`src/rtl/dbg_halt_pkg.sv`:
```
package dbg_halt_pkg;
  localparam int SRC_N     = 5;
  localparam int PIN_SRC_N = 2;   // bit 0: power-on pin, bit 1: forced-reset pin
  localparam int SRC_CMD   = 2;
  localparam int SRC_SWI   = 3;
  localparam int SRC_BKPT  = 4;
endpackage

```
`src/rtl/dbg_rst_sampler.sv`:
```
module dbg_rst_sampler #(
  parameter int CAUSE_W = 2,
  parameter int PIN_N   = 2
) (
  input  logic               clk,
  input  logic               rst_n,
  input  logic [CAUSE_W-1:0] cause,
  input  logic               pin_lvl,
  output logic [PIN_N-1:0]   pin_req
);
  logic seen_q;
  logic release_cycle;

  always_ff @(posedge clk or negedge rst_n) begin
    if (!rst_n) seen_q <= 1'b0;
    else        seen_q <= 1'b1;
  end

  // Out of reset, but no clock edge has landed yet.
  assign release_cycle = rst_n & ~seen_q;

  // One request per reset cause whose code equals the bit index.
  for (genvar i = 0; i < PIN_N; i++) begin : g_pin
    assign pin_req[i] = release_cycle & ~pin_lvl & (cause == CAUSE_W'(i));
  end
endmodule

```
`src/rtl/dbg_src_merge.sv`:
```
module dbg_src_merge #(
  parameter int N = 5
) (
  input  logic [N-1:0] src,
  input  logic         halted,
  output logic         any_req,
  output logic         new_entry
);
  logic [N-1:0] chain;

  // Ripple OR, kept explicit so each stage is visible.
  for (genvar i = 0; i < N; i++) begin : g_or
    if (i == 0) begin : g_first
      assign chain[i] = src[i];
    end else begin : g_rest
      assign chain[i] = chain[i-1] | src[i];
    end
  end

  assign any_req   = chain[N-1];
  assign new_entry = any_req & ~halted;
endmodule

```
`src/rtl/dbg_halt_fsm.sv`:
```
module dbg_halt_fsm #(
  parameter int N = 5
) (
  input  logic         clk,
  input  logic         rst_n,
  input  logic [N-1:0] src,
  input  logic         any_req,
  input  logic         new_entry,
  input  logic         resume,
  output logic         active,
  output logic         pulse,
  output logic [N-1:0] cause
);
  always_ff @(posedge clk or negedge rst_n) begin
    if (!rst_n) begin
      active <= 1'b0;
      pulse  <= 1'b0;
      cause  <= '0;
    end else begin
      pulse <= new_entry;
      if (new_entry) cause <= src;
      // Entry outranks resume.
      if (any_req)     active <= 1'b1;
      else if (resume) active <= 1'b0;
    end
  end
endmodule

```
`src/rtl/dbg_halt_entry.sv`:
```
module dbg_halt_entry
  import dbg_halt_pkg::*;
#(
  parameter int CAUSE_W = 2
) (
  input  logic               clk,
  input  logic               rst_n,
  input  logic [CAUSE_W-1:0] rst_cause,
  input  logic               dbg_pin,
  input  logic               halt_cmd_stb,
  input  logic               sw_halt_stb,
  input  logic               bkpt_hit,
  input  logic               resume_stb,
  output logic               core_halt,
  output logic               dbg_active,
  output logic               entry_pulse,
  output logic [SRC_N-1:0]   entry_cause
);
  logic [PIN_SRC_N-1:0] pin_req;
  logic [SRC_N-1:0]     src;
  logic                 any_req;
  logic                 new_entry;

  dbg_rst_sampler #(.CAUSE_W(CAUSE_W), .PIN_N(PIN_SRC_N)) u_samp (
    .clk     (clk),
    .rst_n   (rst_n),
    .cause   (rst_cause),
    .pin_lvl (dbg_pin),
    .pin_req (pin_req)
  );

  always_comb begin
    src                  = '0;
    src[PIN_SRC_N-1:0]   = pin_req;
    src[SRC_CMD]         = halt_cmd_stb;
    src[SRC_SWI]         = sw_halt_stb;
    src[SRC_BKPT]        = bkpt_hit;
  end

  dbg_src_merge #(.N(SRC_N)) u_merge (
    .src       (src),
    .halted    (dbg_active),
    .any_req   (any_req),
    .new_entry (new_entry)
  );

  dbg_halt_fsm #(.N(SRC_N)) u_fsm (
    .clk       (clk),
    .rst_n     (rst_n),
    .src       (src),
    .any_req   (any_req),
    .new_entry (new_entry),
    .resume    (resume_stb),
    .active    (dbg_active),
    .pulse     (entry_pulse),
    .cause     (entry_cause)
  );

  // A pin request halts in the release cycle itself, before the first fetch.
  assign core_halt = dbg_active | (|pin_req);
endmodule

```
`config.mk`:
```
export PLATFORM = sky130hd
export DESIGN_NAME = dbg_halt_entry
export DESIGN_NICKNAME = d
export VERILOG_FILES = /design/src/rtl/dbg_halt_pkg.sv /design/src/rtl/dbg_rst_sampler.sv /design/src/rtl/dbg_src_merge.sv /design/src/rtl/dbg_halt_fsm.sv /design/src/rtl/dbg_halt_entry.sv
export SDC_FILE = /design/constraint.sdc
export NUM_CORES = 1
export LEC_CHECK = 0
export BUFFER_PORTS_ARGS = -buffer_cell sky130_fd_sc_hd__buf_2
export CORE_AREA = 3 3 40 42
export CTS_CLUSTER_DIAMETER = 200
export DETAILED_ROUTE_END_ITERATION = 6
export DIE_AREA = 0 0 43 45
export MAX_ROUTING_LAYER = met4
export SYNTH_ARGS = -nofsm -noshare
export SYNTH_HDL_FRONTEND = slang
export SYNTH_SLANG_ARGS = --single-unit
```
`constraint.sdc`:
```
create_clock -name clk -period 1.7 [get_ports clk]
set_input_delay 0.51 -clock clk [delete_from_list [all_inputs] [get_ports clk]]
set_output_delay 0.51 -clock clk [all_outputs]
set_load 0.02 [all_outputs]
```
==> impl_metrics.toml <==
[sta]
rsz0062_at_grt = "true"
final-hold-violation-count = 0
setup_ws_ps = -139
finClkSkew_ps = 1.69
clock.fmax_mhz = 544
fin_crit_ps = 1840
setup_violations = 1
period_share = 1.08
slew_violations = 0

[flow_run]
cap_violations = 0

[detailed_routing]
num_vias = 269
wl_per_cell_um = 13.4
dr.pass1.iters = 2
drc_errors = 0
drtIter0Drc = 1
ant_nets = 0
drt-total-wl_um = 803
vias_per_cell = 4.48

[place]
dp_hpwl_um = 645
numPortBuffers = 16
place_inst = 57
gp_congestion = 0.739

[layout]
mostFrequentLayoutCell = "buf_2"
final_cell_mix = "14 x buf_2, 8 x dfrtp_1, 4 x a22o_1"
instances_no_fill = 60
post-route-util = 0.362
syn2layout_area_growth_pct = 54.4
final_layout_size_suffix_gt1_frac = 0.556
n_antenna_cell = 0
nNetsFinal = 56

[power]
p_switching_mw = 0.121
swShare = 0.267
ir_drop_mv = 0.427
clkPwrFrac = 0.308
pwr-share-comb = 0.203
p_int_mw = 0.331
p_leak_nw = 0.260
power_density_nw_per_um2 = 970
p_seq_frac = 0.489

[critical_path]
path_class = "input port to output port"
crit_arrival_ps = 1330
cp-end-kind = "output port"
crit_path_max_fanout = 2
start_kind = "input port"
required_ps = 1190

[logic_synthesis]
synth_nets = 32
avgSynthCellArea_sq_um = 13.1
synth_warnings = 0
ys_ff_latch = 8
seq_area_frac_synth = 0.664
yosysUniqueCellTypes = 11
synth_area_sq_um = 302
synthCells = 23

[floorplanning]
core_sq_um = 1280
row_count = 13
die_width_um = 43
ios = 17
start_util = 0.235
die_h_um = 45
die-area_sq_um = 1940

[clock_network]
insertion_delay_ps = 240
clock_path_buffers = 2
cts.sinks = 8
cts_tree = "built"
root_buffer = "clkbuf_4"
path_clk_slew_ps = 50
ctsHoldBuffers = 0
cts_buffers = 3
cts.htree.levels = 1

[global_route]
grt_use_total = 0.107
overflow = 0
grt_max_degree = 9
grt_pass1_wl_mm = 1.34
antenna_found_initial = 0
grt_pass1_vias = 297

[outcome]
status = "finished, violations left"
failed_checks = "setup timing"

[min_path]
holdCritPathClass = "input port to asynchronous set/reset pin"
[Yosys cell counts]
cell      number  area share
a21o_1         1       0.025
a21o_2         1       0.029
a22o_1         4        0.12
conb_1         1       0.012
dfrtp_1        8        0.66
inv_1          2       0.025
nand2_1        1       0.012
nor2_1         1       0.012
nor3_1         2       0.033
o211ai_1       1       0.025
or4b_4         1       0.046
[state kept, by name, indices dropped and copies added (netlist names)]
| register | count |
|---|---|
| u_fsm.pulse | 1 |
| u_fsm.active | 1 |
| u_fsm.cause | 5 |
| u_samp.seen_q | 1 |
[layout make-up]
type                            instances  area, sq um
Timing Repair Buffer                   19          115
Fill cell                             138          820
Tap cell                               15         18.8
Clock buffer                            3         22.5
Sequential cell                         8          200
Inverter                                2         7.51
Multi-Input combinational cell         13          101
[kinds of logic after synthesis]
kind of cell / Yosys count / share of synthesized area
compound gates: 7 / 0.195
buf+inv: 2 / 0.0249
flops: 8 / 0.664
other cells: 1 / 0.0124
simple gates: 5 / 0.104
[worst paths after layout]
check	from	end	slack, ps	cells past startpoint
max	dbg_pin	core_halt	-140	4
min	rst_n	u_fsm.cause[0]$_DFFE_PN0P_	190	2
max reg2reg	u_samp.seen_q$_DFF_PN0_	u_fsm.cause[1]$_DFFE_PN0P_	80	4
min reg2reg	u_fsm.cause[0]$_DFFE_PN0P_	u_fsm.cause[0]$_DFFE_PN0P_	480	1
max in group asynchronous	rst_n	u_fsm.cause[1]$_DFFE_PN0P_	1380	2
min in group clk	u_fsm.cause[0]$_DFFE_PN0P_	u_fsm.cause[0]$_DFFE_PN0P_	480	1
[critical path: stages]
cell	delay [ps]
buf_6	90
or4b_4	550
nand2_4	70
buf_6	110
[per-stage QoR]
stage	total power [mW]	setup TNS (ps)	instance area, sq um	hold slack (ps)	setup WS [ps]
after CTS	0.463	-140	465	182	-140
after global routing	0.486	-176	465	179	-176
after detailed placement	0.314	-1370	430	452	-232
after floorplan	0.270	0	309	214	1.61
after global placement	0.312	-1210	430	453	-205
final	0.452	-139	465	190	-139
[repair_timing]
item | 4_1_cts | 5_1_grt
gates cloned | 0 | 0
pin swaps | 2 | 0
buffers inserted | 0 | 0
endpoints found under the setup margin | 1 | 1
resized for setup | 3 | 0
[power by group through the flow]
stage	logic [mW]	clock network [mW]	registers, mW
after floorplan	0.0214	0	0.249
after global placement	0.0889	0	0.223
after detailed placement	0.0902	0	0.224
after CTS	0.0935	0.148	0.221
after global routing	0.0993	0.162	0.224
final	0.0915	0.139	0.221
[metal layers]
metal,part of all wire,global-route usage,routed length (um),up-vias
met5,0,-,0,-
met3,0.10,0.0398,83,0
li1,-,-,-,128
met2,0.44,0.141,352,16
met4,0,0.0723,0,0
met1,0.46,0.134,367,125
No activity file was read; power rests on OpenSTA's default activity.
